===== src/rtl/sb_pkg.sv =====
package sb_pkg;
  localparam int NUM_FU = 5;
  localparam int FU_W   = $clog2(NUM_FU);

  typedef enum logic [1:0] {CLS_INT = 2'd0, CLS_MUL = 2'd1, CLS_ADD = 2'd2, CLS_DIV = 2'd3} fu_class_e;
  typedef enum logic [1:0] {PH_IDLE, PH_OPS, PH_EXEC, PH_WB} phase_e;

  function automatic fu_class_e unit_class(input int idx);
    case (idx)
      0:       return CLS_INT;
      1, 2:    return CLS_MUL;
      3:       return CLS_ADD;
      default: return CLS_DIV;
    endcase
  endfunction
endpackage


===== src/rtl/sb_issue_ctl.sv =====
module sb_issue_ctl import sb_pkg::*; #(
  parameter int N_FU = NUM_FU
) (
  input  logic            clk_i,
  input  logic            rst_ni,
  input  logic            valid_i,
  input  logic [1:0]      class_i,
  input  logic [N_FU-1:0] busy_i,
  input  logic            dst_pending_i,
  output logic [N_FU-1:0] issue_o,
  output logic            stall_o
);
  logic [N_FU-1:0] cand, pick;

  for (genvar u = 0; u < N_FU; u++) begin : g_cand
    assign cand[u] = !busy_i[u] && (unit_class(u) == fu_class_e'(class_i));
    if (u == 0) begin : g_first
      assign pick[u] = cand[u];
    end else begin : g_rest
      assign pick[u] = cand[u] && !(|cand[u-1:0]);
    end
  end

  assign stall_o = valid_i && ((cand == '0) || dst_pending_i);
  assign issue_o = (valid_i && !stall_o) ? pick : '0;

  AST_ISSUE_ONEHOT: assert property (@(posedge clk_i) disable iff (!rst_ni)
    $onehot0(issue_o));
  AST_NO_ISSUE_WAW: assert property (@(posedge clk_i) disable iff (!rst_ni)
    (valid_i && dst_pending_i) |-> (issue_o == '0));
  AST_ISSUE_IDLE: assert property (@(posedge clk_i) disable iff (!rst_ni)
    (issue_o & busy_i) == '0);
endmodule


===== src/rtl/sb_war_check.sv =====
module sb_war_check #(
  parameter int N_FU  = 5,
  parameter int REG_W = 5
) (
  input  logic [N_FU-1:0]  rj_i,
  input  logic [N_FU-1:0]  rk_i,
  input  logic [REG_W-1:0] fi_i [N_FU],
  input  logic [REG_W-1:0] fj_i [N_FU],
  input  logic [REG_W-1:0] fk_i [N_FU],
  output logic [N_FU-1:0]  block_o
);
  // a unit may not write while another still owes a read of that register
  always_comb begin
    block_o = '0;
    for (int u = 0; u < N_FU; u++) begin
      for (int v = 0; v < N_FU; v++) begin
        if (v != u && ((rj_i[v] && fj_i[v] == fi_i[u]) || (rk_i[v] && fk_i[v] == fi_i[u])))
          block_o[u] = 1'b1;
      end
    end
  end
endmodule


===== src/rtl/sb_wb_arb.sv =====
module sb_wb_arb import sb_pkg::*; #(
  parameter int N_FU = NUM_FU,
  parameter int IW   = FU_W
) (
  input  logic            clk_i,
  input  logic            rst_ni,
  input  logic [N_FU-1:0] req_i,
  output logic [N_FU-1:0] grant_o,
  output logic [IW-1:0]   idx_o,
  output logic            any_o
);
  for (genvar u = 0; u < N_FU; u++) begin : g_pri
    if (u == 0) begin : g_first
      assign grant_o[u] = req_i[u];
    end else begin : g_rest
      assign grant_o[u] = req_i[u] && !(|req_i[u-1:0]);
    end
  end

  assign any_o = |req_i;

  always_comb begin
    idx_o = '0;
    for (int u = 0; u < N_FU; u++)
      if (grant_o[u]) idx_o = IW'(u);
  end

  AST_WB_ONEHOT: assert property (@(posedge clk_i) disable iff (!rst_ni)
    $onehot0(grant_o));
  AST_WB_FROM_REQ: assert property (@(posedge clk_i) disable iff (!rst_ni)
    (grant_o & ~req_i) == '0);
endmodule


===== src/rtl/sb_hazard_ctl.sv =====
module sb_hazard_ctl import sb_pkg::*; #(
  parameter int NUM_REGS = 32,
  parameter int REG_W    = $clog2(NUM_REGS)
) (
  input  logic              clk_i,
  input  logic              rst_ni,
  input  logic              inst_valid_i,
  input  logic [1:0]        inst_class_i,
  input  logic [REG_W-1:0]  inst_dst_i,
  input  logic [REG_W-1:0]  inst_src1_i,
  input  logic [REG_W-1:0]  inst_src2_i,
  input  logic [NUM_FU-1:0] done_i,
  output logic [NUM_FU-1:0] issue_o,
  output logic [NUM_FU-1:0] read_o,
  output logic [NUM_FU-1:0] wb_o,
  output logic              stall_o
);
  // unit status table
  phase_e            phase_q [NUM_FU];
  logic [REG_W-1:0]  fi_q [NUM_FU];
  logic [REG_W-1:0]  fj_q [NUM_FU];
  logic [REG_W-1:0]  fk_q [NUM_FU];
  logic [FU_W-1:0]   qj_q [NUM_FU];
  logic [FU_W-1:0]   qk_q [NUM_FU];
  logic [NUM_FU-1:0] qj_v_q, qk_v_q, rj_q, rk_q;
  // register result table
  logic [NUM_REGS-1:0] rs_v_q;
  logic [FU_W-1:0]     rs_fu_q [NUM_REGS];

  logic [NUM_FU-1:0] busy, wb_req, war_block;
  logic [FU_W-1:0]   wb_idx, issue_idx;
  logic              wb_any, src1_pend, src2_pend;

  for (genvar u = 0; u < NUM_FU; u++) begin : g_unit
    assign busy[u]   = phase_q[u] != PH_IDLE;
    assign read_o[u] = (phase_q[u] == PH_OPS) && rj_q[u] && rk_q[u];
    assign wb_req[u] = (phase_q[u] == PH_WB) && !war_block[u];

    AST_READ_ONCE: assert property (@(posedge clk_i) disable iff (!rst_ni)
      read_o[u] |=> !read_o[u]);
    AST_WB_FREES: assert property (@(posedge clk_i) disable iff (!rst_ni)
      wb_o[u] |=> (phase_q[u] == PH_IDLE));
  end

  sb_issue_ctl #(.N_FU(NUM_FU)) u_issue (
    .clk_i, .rst_ni,
    .valid_i       (inst_valid_i),
    .class_i       (inst_class_i),
    .busy_i        (busy),
    .dst_pending_i (rs_v_q[inst_dst_i]),
    .issue_o       (issue_o),
    .stall_o       (stall_o)
  );

  sb_war_check #(.N_FU(NUM_FU), .REG_W(REG_W)) u_war (
    .rj_i (rj_q), .rk_i (rk_q),
    .fi_i (fi_q), .fj_i (fj_q), .fk_i (fk_q),
    .block_o (war_block)
  );

  sb_wb_arb #(.N_FU(NUM_FU), .IW(FU_W)) u_arb (
    .clk_i, .rst_ni,
    .req_i   (wb_req),
    .grant_o (wb_o),
    .idx_o   (wb_idx),
    .any_o   (wb_any)
  );

  always_comb begin
    issue_idx = '0;
    for (int u = 0; u < NUM_FU; u++)
      if (issue_o[u]) issue_idx = FU_W'(u);
  end

  // a producer writing in this very cycle no longer counts as pending
  assign src1_pend = rs_v_q[inst_src1_i] && !(wb_any && rs_fu_q[inst_src1_i] == wb_idx);
  assign src2_pend = rs_v_q[inst_src2_i] && !(wb_any && rs_fu_q[inst_src2_i] == wb_idx);

  always_ff @(posedge clk_i or negedge rst_ni) begin
    if (!rst_ni) begin
      for (int u = 0; u < NUM_FU; u++) begin
        phase_q[u] <= PH_IDLE;
        fi_q[u] <= '0; fj_q[u] <= '0; fk_q[u] <= '0;
        qj_q[u] <= '0; qk_q[u] <= '0;
      end
      qj_v_q <= '0; qk_v_q <= '0; rj_q <= '0; rk_q <= '0;
      rs_v_q <= '0;
      for (int r = 0; r < NUM_REGS; r++) rs_fu_q[r] <= '0;
    end else begin
      for (int u = 0; u < NUM_FU; u++) begin
        if (issue_o[u]) begin
          phase_q[u] <= PH_OPS;
          fi_q[u]    <= inst_dst_i;
          fj_q[u]    <= inst_src1_i;
          fk_q[u]    <= inst_src2_i;
          qj_q[u]    <= rs_fu_q[inst_src1_i];
          qk_q[u]    <= rs_fu_q[inst_src2_i];
          qj_v_q[u]  <= src1_pend;
          qk_v_q[u]  <= src2_pend;
          rj_q[u]    <= !src1_pend;
          rk_q[u]    <= !src2_pend;
        end else begin
          if (read_o[u]) begin
            phase_q[u] <= PH_EXEC;
            rj_q[u]    <= 1'b0;
            rk_q[u]    <= 1'b0;
          end else if (phase_q[u] == PH_EXEC && done_i[u]) begin
            phase_q[u] <= PH_WB;
          end else if (wb_o[u]) begin
            phase_q[u] <= PH_IDLE;
          end
          if (wb_any && qj_v_q[u] && qj_q[u] == wb_idx) begin
            qj_v_q[u] <= 1'b0;
            rj_q[u]   <= 1'b1;
          end
          if (wb_any && qk_v_q[u] && qk_q[u] == wb_idx) begin
            qk_v_q[u] <= 1'b0;
            rk_q[u]   <= 1'b1;
          end
        end
      end
      if (wb_any) rs_v_q[fi_q[wb_idx]] <= 1'b0;
      if (|issue_o) begin
        rs_v_q[inst_dst_i]  <= 1'b1;
        rs_fu_q[inst_dst_i] <= issue_idx;
      end
    end
  end

  AST_DONE_NEEDS_EXEC: assert property (@(posedge clk_i) disable iff (!rst_ni)
    (phase_q[0] == PH_OPS && !read_o[0]) |=> (phase_q[0] != PH_WB));
endmodule


===== config.mk =====
export PLATFORM = sky130hd
export DESIGN_NAME = sb_hazard_ctl
export DESIGN_NICKNAME = d
export VERILOG_FILES = /design/src/rtl/sb_pkg.sv /design/src/rtl/sb_issue_ctl.sv /design/src/rtl/sb_war_check.sv /design/src/rtl/sb_wb_arb.sv /design/src/rtl/sb_hazard_ctl.sv
export SDC_FILE = /design/constraint.sdc
export NUM_CORES = 1
export LEC_CHECK = 0
export ABC_AREA = 1
export BUFFER_PORTS_ARGS = -buffer_cell sky130_fd_sc_hd__buf_2
export CAP_MARGIN = 20
export CORE_MARGIN = 10
export CORE_UTILIZATION = 55
export CTS_CLUSTER_DIAMETER = 30
export DETAILED_ROUTE_END_ITERATION = 10
export PLACE_DENSITY_LB_ADDON = 0.25
export SYNTH_ARGS = -nofsm -noshare
export SYNTH_HDL_FRONTEND = slang
export SYNTH_SLANG_ARGS = --single-unit

===== constraint.sdc =====
create_clock -name clk_i -period 7.3 [get_ports clk_i]
set_input_delay 0.365 -clock clk_i [delete_from_list [all_inputs] [get_ports clk_i]]
set_output_delay 0.365 -clock clk_i [all_outputs]
set_load 0.005 [all_outputs]

==> parameters.txt, run 1 <==
Parameter                              Value

Drt
  Routed wire length ... 65,100 um
  First-pass iteration count of the detailed router ... 7
  Total number of vias ... 17,863
  Final routed wire length divided by cell count ... 22.3 um
  Routed Antenna Nets ... 0
  Drt drc ... 0
  Count of routing violations after the opening detailed-route iteration ... 2,262
  Average vias per placed instance ... 6.13

Placed design
  Weighted congestion reported at the end of routability-driven placement ... 1.04
  Post-detailed-placement cell area ... 17,000 um2
  Post-Place Cells ... 2,785
  DP HPWL ... 43,000 um
  Buffers added on ports ... 40

Synthesis
  Nets in the synthesized netlist ... 2,497
  EDFF count, synth ... 0
  Count of unique library cells instantiated by Yosys ... 51
  Avg Synthesized Cell Area ... 6.83 um2
  Most frequently used cell type in the post-synthesis netlist ... sky130_fd_sc_hd__nand2_1
  Ranking of synthesized cells by area ... sky130_fd_sc_hd__dfrtp_1 (39%), sky130_fd_sc_hd__nand2_1 (17%), sky130_fd_sc_hd__o21ai_0 (8.0%)
  Count of synthesis-stage warnings from yosys ... 0
  Share of async-settable or async-resettable flops after synthesis ... 100%
  Top cell type by total area after synthesis ... sky130_fd_sc_hd__dfrtp_1
  Fraction of post-synthesis cell area in the top cell type by area ... 39.0%
  Total standard cell area after synthesis ... 16,900 um2
  Gate count of the mapped netlist ... 2,472
  Fraction of the yosys area taken by sequential cells ... 39.0%
  Top cells by count, synth ... sky130_fd_sc_hd__nand2_1 (783), sky130_fd_sc_hd__o21ai_0 (269), sky130_fd_sc_hd__dfrtp_1 (263)
  Top_reg_cell synth ... sky130_fd_sc_hd__dfrtp_1
  Total of flip-flops plus latches after synthesis ... 263

Critical path
  Crit path cell chain ... nor4_1 -> inv_1 -> nand2_1 -> nor4_1 -> nor3_2 -> nand2_2 -> inv_2 -> nand2_2 -> buf_4 -> inv_2 -> buf_2
  Critical-path maximum fanout ... 73
  Classification of the worst setup path ... reg2out
  Data required time of the critical path ... 6.93 ns
  Arrival @ worst endpoint ... 3.87 ns
  Largest incremental delay on the critical path ... 0.83 ns
  CP max stage cell ... sky130_fd_sc_hd__nor4_1
  Kind of capture point of the worst setup path ... output port
  Startpoint class of the critical path ... flip-flop

GRT
  First-pass GRT wire length ... 99,800 um
  Grt ovf ... 0
  Pin count of the biggest net entering global routing ... 167
  All-Layer GR Usage ... 33.3%
  Vias in the first global route ... 16,952
  Antenna violations before repair ... 1

Worst hold path
  Worst hold-check path type ... in2reg

STA
  Final count of negative-setup-slack endpoints ... 0
  Portion of the clock cycle consumed by the worst path in the final layout ... 58.0%
  Worst slew pin tran ... 1.11 ns
  RSZ-0062 raised after global routing ... no
  Worst max-slew margin expressed relative to the limit ... 26.0%
  Final setup skew ... 0.0286 ns
  Min Tclk post-route ... 4.23 ns
  Achievable frequency ... 236 MHz
  Max-slew violation count ... 0
  Final TNS setup ... 0 ns
  Count of endpoints failing hold in the final timing report ... 0

CTS
  CTS root buffer ... sky130_fd_sc_hd__clkbuf_16
  Clock slew at reported path FFs ... 0.04 ns
  Clock tree sinks ... 263
  CTS buffer count ... 69
  Clock tree from TritonCTS ... built
  Maximum number of buffers from clock root to sink ... 3
  Clock H-tree levels ... 3
  Clock Latency Late Sink ... 0.59 ns

Layout
  Final nets ... 2,488
  Layout cells sized above 1 ... 10.2%
  Synth-to-Final Area Change ... 14.9%
  Final std cells w/o fill ... 2,912
  Post-route cell area ... 19,400 um2
  Final cell utilization of the core ... 63.8%

Floorplan
  Number of I/O pins ... 41
  Number of standard-cell rows in the floorplan ... 64
  Initial core utilization ... 55.5%
  X dimension of the die ... 195 um
  Core area ... 30,400 um2
  DIE HEIGHT ... 195 um
  Die footprint ... 38,100 um2

Flow run
  Max Cap Violations ... 0

Power and ir drop
  Leakage power of the design ... 8.96 nW
  Power density over the cells ... 479 nW/um2
  Worst ir drop on vdd ... 0.000234 V

Status
  Outcome ... finished, final reports clean
==> worst max-delay path: cells and delay by family, from the launching register on <==
kind / cells / cell delay, ns
simple gates: 6 / 1.51
buf+inv: 5 / 1.33
flops: 1 / 0.41
==> sequential cells by signal, summed over array words and instances, names as in the netlist <==
signal   count
qk_v_q       5
rs_fu_q     96
fi_q        25
qj_q        15
rj_q         5
qk_q        15
phase_q     10
fk_q        25
rk_q         5
qj_v_q       5
fj_q        25
rs_v_q      32
==> metrics by stage <==
step                power [mW]  setup WS (ns)  hold WS [ns]
detailed placement        6.10           3.15         0.458
floorplan                 5.07           4.94        0.0694
CTS                       9.19           3.11        0.0651
global placement          6.03           3.19         0.454
global route              9.79           2.99         0.113
finish                    9.30           3.07        0.0783
==> final timing paths <==
path                       startpoint         end  slack (ns)  cells past startpoint
max reg2reg                  fi_q[16]  rs_v_q[18]        3.21                     19
min reg2reg                rs_v_q[12]  rs_v_q[12]        0.47                      2
max in group asynchronous      rst_ni     fi_q[7]        5.41                      3
min in group asynchronous      rst_ni    fj_q[19]        0.44                      2
min                         done_i[2]  phase_q[5]        0.08                      3
max                        phase_q[9]  issue_o[4]        3.07                     11
==> kinds of logic (layout without fill, tap and decap cells) <==
logic type      after synthesis  count (layout)  share of synthesized area, %
simple gates               1211            1211                          30.1
compound gates              624             624                          20.0
buf+inv                     334             377                          8.89
flops                       263             263                          39.0
xor+xnor                     40              40                          2.07
other cells                   0               1                             0
==> placed cells by master (no fill, tap or decap), types with 3 or more instances in the layout <==
master	Yosys	routed
sky130_fd_sc_hd__nand2_1	783	783
sky130_fd_sc_hd__o21ai_0	269	269
sky130_fd_sc_hd__dfrtp_1	263	263
sky130_fd_sc_hd__nor2_1	185	183
sky130_fd_sc_hd__inv_1	169	169
sky130_fd_sc_hd__a21oi_1	156	156
sky130_fd_sc_hd__nand3_1	153	153
sky130_fd_sc_hd__o21ai_1	97	97
sky130_fd_sc_hd__clkbuf_16	0	71
sky130_fd_sc_hd__buf_2	42	39
sky130_fd_sc_hd__xnor2_1	28	28
sky130_fd_sc_hd__inv_2	24	25
sky130_fd_sc_hd__o211ai_1	22	22
sky130_fd_sc_hd__o22ai_1	21	21
sky130_fd_sc_hd__clkbuf_8	0	19
sky130_fd_sc_hd__nor2_2	17	18
sky130_fd_sc_hd__nor3_1	17	17
sky130_fd_sc_hd__a31oi_1	17	17
sky130_fd_sc_hd__xor2_1	12	12
sky130_fd_sc_hd__buf_4	9	12
sky130_fd_sc_hd__nor2_4	8	9
sky130_fd_sc_hd__a22oi_1	9	9
sky130_fd_sc_hd__clkbuf_1	61	9
sky130_fd_sc_hd__nand2_2	8	8
sky130_fd_sc_hd__nand4_1	8	8
sky130_fd_sc_hd__nor4_1	8	8
sky130_fd_sc_hd__nand3_2	8	8
sky130_fd_sc_hd__o311ai_0	8	8
sky130_fd_sc_hd__clkinvlp_4	0	6
sky130_fd_sc_hd__o21ai_2	5	5
sky130_fd_sc_hd__a211oi_1	5	5
sky130_fd_sc_hd__clkinv_2	0	5
sky130_fd_sc_hd__a221oi_1	4	4
sky130_fd_sc_hd__nand2_4	4	4
sky130_fd_sc_hd__nand3b_1	4	4
sky130_fd_sc_hd__bufinv_16	0	4
sky130_fd_sc_hd__nor3_2	3	3
sky130_fd_sc_hd__clkinv_1	4	3
sky130_fd_sc_hd__inv_6	0	3
==> per-layer routing <==
metal	track usage [%]	vias up	wire length (um)
li1	-	8146	-
met1	42.2	8258	25100
met2	50.8	1191	28800
met3	6.78	268	6790
met4	21.9	0	4360
met5	0	-	0
==> what timing repair did <==
action / 4_1_cts / 5_1_grt
buffers inserted: 0 / 0
endpoints found under the setup margin: 0 / 0
resized for setup: 0 / 0
hold endpoints to repair: 97 / 0
hold buffers: 1 / 0
==> layout make-up <==
class | instances | area [um2]
flip-flops and latches | 263 | 6580
inverters | 198 | 746
diodes | 1 | 2.50
repair buffers | 56 | 378
clock inverters | 24 | 320
clock buffers | 99 | 2070
fillers | 2746 | 11000
multi-input cells | 1875 | 8820
well taps | 396 | 495
==> where the power goes <==
part | switching, mW | total [mW] | internal (mW)
Clock | 0.957 | 3.07 | 2.11
Sequential | 0.761 | 2.62 | 1.86
Combinational | 2.46 | 3.61 | 1.14
Total | 4.18 | 9.30 | 5.12
Note: power is estimated with default switching activity, not from simulation.
==> run 2, diff against run 1 <==
==> constraint.sdc (replaced) <==
create_clock -name clk_i -period 3.5 [get_ports clk_i]
set_input_delay 0.175 -clock clk_i [delete_from_list [all_inputs] [get_ports clk_i]]
set_output_delay 0.175 -clock clk_i [all_outputs]
set_load 0.005 [all_outputs]
==> parameters.txt, run 2 (synthesis results as in run 1) <==
Parameter                              Value

Critical path
  Capture point of the worst reg-to-reg path ... qk_v_q[3]
  Reg2Reg Launch Point ... fi_q[11]
  Startpoint class of the critical path ... flip-flop
  R2R Setup Slk ... 0.20 ns
  Arrival @ worst endpoint ... 3.74 ns
  Largest incremental delay on the critical path ... 0.51 ns
  Critical-path maximum fanout ... 10
  Data required time of the critical path ... 3.94 ns
  CP max stage cell ... sky130_fd_sc_hd__dfrtp_2
  R2r worst-path depth ... 20
  Kind of capture point of the worst setup path ... flip-flop
  Crit path cell chain ... inv_1 -> buf_4 -> nand2_1 -> nand2_1 -> nor2_1 -> nand3_1 -> nand2_1 -> nor2_1 -> nand2_2 -> nand2_1 -> inv_2 -> nand2_4 -> nor2_4 -> clkinvlp_4 -> nand2_1 -> o21ai_0 -> nor2_1 -> nand2_1 -> nand3_2 -> o21ai_1
  Classification of the worst setup path ... reg2reg
  Most Frequent Cell on Critical Path ... sky130_fd_sc_hd__nand2_1

Placed design
  Buffers added on ports ... 40
  DP HPWL ... 50,200 um
  Post-detailed-placement cell area ... 17,700 um2
  Post-Place Cells ... 2,867
  Weighted congestion reported at the end of routability-driven placement ... 1.04

CTS
  Clock H-tree levels ... 3
  Post-CTS Setup Inserts ... 0
  Clock tree from TritonCTS ... built
  Clock Latency Late Sink ... 0.59 ns
  CTS root buffer ... sky130_fd_sc_hd__clkbuf_16
  Maximum number of buffers from clock root to sink ... 3
  Clock slew at reported path FFs ... 0.04 ns
  Clock tree sinks ... 263
  CTS buffer count ... 66

Floorplan
  Core area ... 30,400 um2
  Initial core utilization ... 55.5%
  Die footprint ... 38,100 um2
  X dimension of the die ... 195 um
  DIE HEIGHT ... 195 um
  Number of I/O pins ... 41
  Number of standard-cell rows in the floorplan ... 64

Layout
  Largest registers ... rs_fu_q x96, rs_v_q x32
  Most frequent standard cell in the layout excluding fill and tap cells ... sky130_fd_sc_hd__nand2_1
  Flip-flop count of the largest register after layout ... 96
  Post-route cell area ... 20,100 um2
  Final nets ... 2,573
  Layout cells sized above 1 ... 13.1%
  Final std cells w/o fill ... 2,992
  Ant. Diodes ... 0
  Synth-to-Final Area Change ... 19.0%
  Most flops, register ... rs_fu_q
  Final cell utilization of the core ... 66.1%
  Most used cells in the layout excluding fill and tap cells ... sky130_fd_sc_hd__nand2_1 (783), sky130_fd_sc_hd__o21ai_0 (269), sky130_fd_sc_hd__dfrtp_1 (260), sky130_fd_sc_hd__nor2_1 (182), sky130_fd_sc_hd__inv_1 (167)

GRT
  Antenna violations before repair ... 1
  First-pass GRT wire length ... 112,000 um
  Vias in the first global route ... 18,964
  Pin count of the biggest net entering global routing ... 102
  Grt ovf ... 0
  All-Layer GR Usage ... 38.0%

Worst hold path
  Min-delay src ... inst_dst_i[0]
  Worst hold-check path type ... in2reg
  Hold path depth ... 3
  Worst Hold End ... fi_q[10]

Drt
  Count of routing violations after the opening detailed-route iteration ... 2,755
  Final routed wire length divided by cell count ... 24.7 um
  Routed Antenna Nets ... 0
  Total number of vias ... 19,030
  Drt drc ... 0
  First-pass iteration count of the detailed router ... 6
  Average vias per placed instance ... 6.36
  Routed wire length ... 73,800 um

STA
  Final count of negative-setup-slack endpoints ... 0
  Min Tclk post-route ... 3.30 ns
  Max-slew violation count ... 0
  Final setup skew ... 0.0316 ns
  Final TNS setup ... 0 ns
  Hold_ws ... 0.0214 ns
  Worst slew pin tran ... 0.992 ns
  Portion of the clock cycle consumed by the worst path in the final layout ... 94.4%
  Achievable frequency ... 303 MHz
  Count of endpoints failing hold in the final timing report ... 0
  RSZ-0062 raised after global routing ... no
  Worst max-slew margin expressed relative to the limit ... 33.3%

Flow run
  Max Cap Violations ... 0

Status
  Outcome ... finished, final reports clean

Power and ir drop
  Leakage power of the design ... 9.38 nW
  Worst ir drop on vdd ... 0.000522 V
  Power density over the cells ... 1010 nW/um2
-- run 2: cell count changes in the layout (fill, tap and decap cells not counted), moves of 2 or more --
cell / change
sky130_fd_sc_hd__buf_12: +10
sky130_fd_sc_hd__dfrtp_1: -3
sky130_fd_sc_hd__clkbuf_1: -4
sky130_fd_sc_hd__dlygate4sd3_1: +8
sky130_fd_sc_hd__clkinv_4: +8
sky130_fd_sc_hd__clkbuf_8: -15
sky130_fd_sc_hd__dfrtp_2: +3
sky130_fd_sc_hd__clkinv_2: +3
sky130_fd_sc_hd__bufinv_16: +4
sky130_fd_sc_hd__inv_6: +4
sky130_fd_sc_hd__buf_4: +71
sky130_fd_sc_hd__inv_1: -2
sky130_fd_sc_hd__clkbuf_16: -4
-- run 2: critical path: cells and delay by family, from the launching register on --
family                 cells  cell delay, ns
AND/OR/NAND/NOR           14            1.66
AO/OA/AOI/OAI              2            0.23
buffers and inverters      4            0.77
flip-flops                 1            0.51
-- run 2: final cells by class --
class | instances | area (um2)
tap | 396 | 495
fill | 2580 | 10300
inverter | 198 | 756
clock buffer | 76 | 1750
timing repair buffer | 144 | 1160
multi-input combinational | 1875 | 8830
clock inverter | 40 | 526
sequential | 263 | 6590
-- run 2: worst max path at each step --
stage                     startpoint          to  slack, ns
final                       fi_q[11]   qk_v_q[3]       0.20
after global routing        fi_q[16]   qk_v_q[3]      0.007
after CTS                   fi_q[21]   qk_v_q[3]      0.004
after detailed placement    fi_q[21]   rs_v_q[8]       0.02
after global placement      fi_q[21]   rs_v_q[2]      -0.04
after floorplan             fi_q[24]  rs_v_q[25]       1.18
-- run 2: what timing repair did --
item | 4_1_cts | 5_1_grt
resized for setup | 0 | 8
hold buffers | 9 | 0
endpoints found under the hold margin | 113 | 0
endpoints found under the setup margin | 0 | 55
-- run 2: metal layers --
layer  GRT usage, %  vias up  wire (um)
li1               -     8340          -
met1           45.5     8869      27000
met2           59.0     1440      32700
met3           8.74      379       8020
met4           28.1        2       6040
met5              0        -         12
-- run 2: metrics by stage --
step / worst slack [ns] / power, mW
CTS: 0.00414 / 19.9
finish: 0.195 / 20.3
floorplan: 1.18 / 10.6
global placement: -0.0353 / 13.5
global route: 0.00679 / 21.2
detailed placement: 0.0169 / 13.6
-- run 2: power breakdown --
part           internal (mW)  switching, mW  total (mW)
combinational           2.83           5.99        8.82
sequential              3.89           1.30        5.19
clock                   4.21           2.06        6.27
==> run 3, diff against run 2 <==
--- a/config.mk
+++ b/config.mk
@@ -9,7 +9,7 @@
 export BUFFER_PORTS_ARGS = -buffer_cell sky130_fd_sc_hd__buf_2
 export CAP_MARGIN = 20
 export CORE_MARGIN = 10
-export CORE_UTILIZATION = 55
+export CORE_UTILIZATION = 50
 export CTS_CLUSTER_DIAMETER = 30
 export DETAILED_ROUTE_END_ITERATION = 10
 export PLACE_DENSITY_LB_ADDON = 0.25
==> parameters.txt, run 3 (synthesis results as in run 1) <==
Parameter                              Value

Critical path
  Classification of the worst setup path ... reg2reg
  Kind of capture point of the worst setup path ... flip-flop
  Data required time of the critical path ... 3.95 ns
  Critical-path maximum fanout ... 10
  Arrival @ worst endpoint ... 3.75 ns
  Startpoint class of the critical path ... flip-flop

GRT
  Pin count of the biggest net entering global routing ... 94
  Grt ovf ... 0
  Antenna violations before repair ... 1
  All-Layer GR Usage ... 36.3%
  Vias in the first global route ... 17,846
  First-pass GRT wire length ... 113,000 um

Floorplan
  X dimension of the die ... 204 um
  Die footprint ... 41,500 um2
  Initial core utilization ... 50.5%
  DIE HEIGHT ... 204 um
  Number of I/O pins ... 41
  Core area ... 33,400 um2
  Number of standard-cell rows in the floorplan ... 67

Power and ir drop
  Power density over the cells ... 1040 nW/um2
  Worst ir drop on vdd ... 0.000557 V
  Leakage power of the design ... 9.61 nW
  Overall power ... 21.3 mW

Placed design
  Weighted congestion reported at the end of routability-driven placement ... 1.10
  Buffers added on ports ... 40
  DP HPWL ... 54,100 um

Layout
  Most used cells in the layout excluding fill and tap cells ... sky130_fd_sc_hd__nand2_1 (783), sky130_fd_sc_hd__o21ai_0 (269), sky130_fd_sc_hd__dfrtp_1 (259), sky130_fd_sc_hd__nor2_1 (183), sky130_fd_sc_hd__inv_1 (167)
  Final nets ... 2,602
  Ant. Diodes ... 0
  Synth-to-Final Area Change ... 21.7%
  Largest registers ... rs_fu_q x96, rs_v_q x32
  Layout cells sized above 1 ... 14.0%
  Most frequent standard cell in the layout excluding fill and tap cells ... sky130_fd_sc_hd__nand2_1
  Most flops, register ... rs_fu_q
  Flip-flop count of the largest register after layout ... 96

STA
  Worst max-slew margin expressed relative to the limit ... 45.9%
  Count of endpoints failing hold in the final timing report ... 0
  Final setup skew ... 0.0187 ns
  Worst slew pin tran ... 0.812 ns
  Min Tclk post-route ... 3.30 ns
  Final TNS setup ... 0 ns
  Portion of the clock cycle consumed by the worst path in the final layout ... 94.1%
  Final count of negative-setup-slack endpoints ... 0
  RSZ-0062 raised after global routing ... no
  Achievable frequency ... 303 MHz
  Max-slew violation count ... 0

CTS
  CTS root buffer ... sky130_fd_sc_hd__clkbuf_16
  Clock tree sinks ... 263
  Clock H-tree levels ... 3
  Maximum number of buffers from clock root to sink ... 3
  CTS buffer count ... 68
  Clock Latency Late Sink ... 0.59 ns
  Clock tree from TritonCTS ... built
  Clock slew at reported path FFs ... 0.05 ns

Drt
  Average vias per placed instance ... 6.09
  Total number of vias ... 18,717
  Count of routing violations after the opening detailed-route iteration ... 2,601
  First-pass iteration count of the detailed router ... 6
  Final routed wire length divided by cell count ... 24.9 um
  Routed Antenna Nets ... 0
  Drt drc ... 0
  Routed wire length ... 76,500 um

Status
  Outcome ... finished, final reports clean

Worst hold path
  Worst hold-check path type ... in2reg

Flow run
  Max Cap Violations ... 0
==> run 3: report_power, final <==
part	switching, mW	internal (mW)	total (mW)
registers	1.35	3.89	5.23
clock network	1.95	4.73	6.67
logic	6.24	3.18	9.43
==> run 3: critical path, stage by stage (launching register included) <==
cell and delay (ns):
sky130_fd_sc_hd__dfrtp_1 0.37, sky130_fd_sc_hd__inv_1 0.38, sky130_fd_sc_hd__nand2_1 0.09, sky130_fd_sc_hd__nand2_1 0.08, sky130_fd_sc_hd__nor2_1 0.05, sky130_fd_sc_hd__nand3_1 0.08, sky130_fd_sc_hd__nand2_1 0.05, sky130_fd_sc_hd__nor2_1 0.19
sky130_fd_sc_hd__nand3_2 0.28, sky130_fd_sc_hd__nand2_4 0.20, sky130_fd_sc_hd__inv_4 0.06, sky130_fd_sc_hd__nand2_4 0.07, sky130_fd_sc_hd__nor2_4 0.04, sky130_fd_sc_hd__inv_1 0.32, sky130_fd_sc_hd__nor2_1 0.12, sky130_fd_sc_hd__o21bai_2 0.26
sky130_fd_sc_hd__nor2_4 0.29, sky130_fd_sc_hd__nand2_1 0.09, sky130_fd_sc_hd__nand2_1 0.07, sky130_fd_sc_hd__nand2_1 0.05
==> run 3: per-layer routing <==
metal,share of wire [%],wire [um],global-route usage [%]
met1,37,28600,44.6
met2,45,34200,55.9
met3,11,8590,9.15
met4,6.7,5120,23.3
met5,0.018,14,0
==> run 3: layout make-up <==
type,instances,area (um2)
Fill cell,3056,12900
Inverter,198,749
Clock inverter,27,449
Multi-Input combinational cell,1875,8820
Sequential cell,263,6590
Clock buffer,92,1980
Tap cell,448,561
Timing Repair Buffer,171,1410
==> run 3: final timing paths <==
| kind | from | end | slack (ns) | cells after the start |
|---|---|---|---|---|
| setup / recovery | fj_q[3] | rs_v_q[22] | 0.20 | 19 |
| hold / removal | inst_dst_i[1] | fi_q[11] | 0.02 | 3 |
| setup reg to reg | fj_q[3] | rs_v_q[22] | 0.20 | 19 |
| hold reg to reg | rs_v_q[8] | rs_v_q[8] | 0.48 | 2 |
| max in group asynchronous | rst_ni | rs_v_q[10] | 2.46 | 3 |
| min in group asynchronous | rst_ni | rk_q[1] | 0.11 | 2 |
==> run 3: repair_timing <==
action	in CTS	in global routing
hold buffers	7	0
buffers inserted	0	2
gates resized for setup	0	6
setup endpoints to repair	0	43
hold endpoints to repair	63	0
==> run 3: per-stage QoR <==
stage	instance area (um2)	instances	util [%]	setup WS, ns	hold WS (ns)
floorplan	16900	2472	-	1.18	-0.121
global placement	18000	2946	53.9	0.194	0.136
detailed placement	18000	2946	53.9	0.220	0.144
CTS	20500	3072	61.4	0.191	0.00966
global route	20600	3074	61.4	0.00283	0.0384
finish	20600	3074	61.4	0.205	0.0225
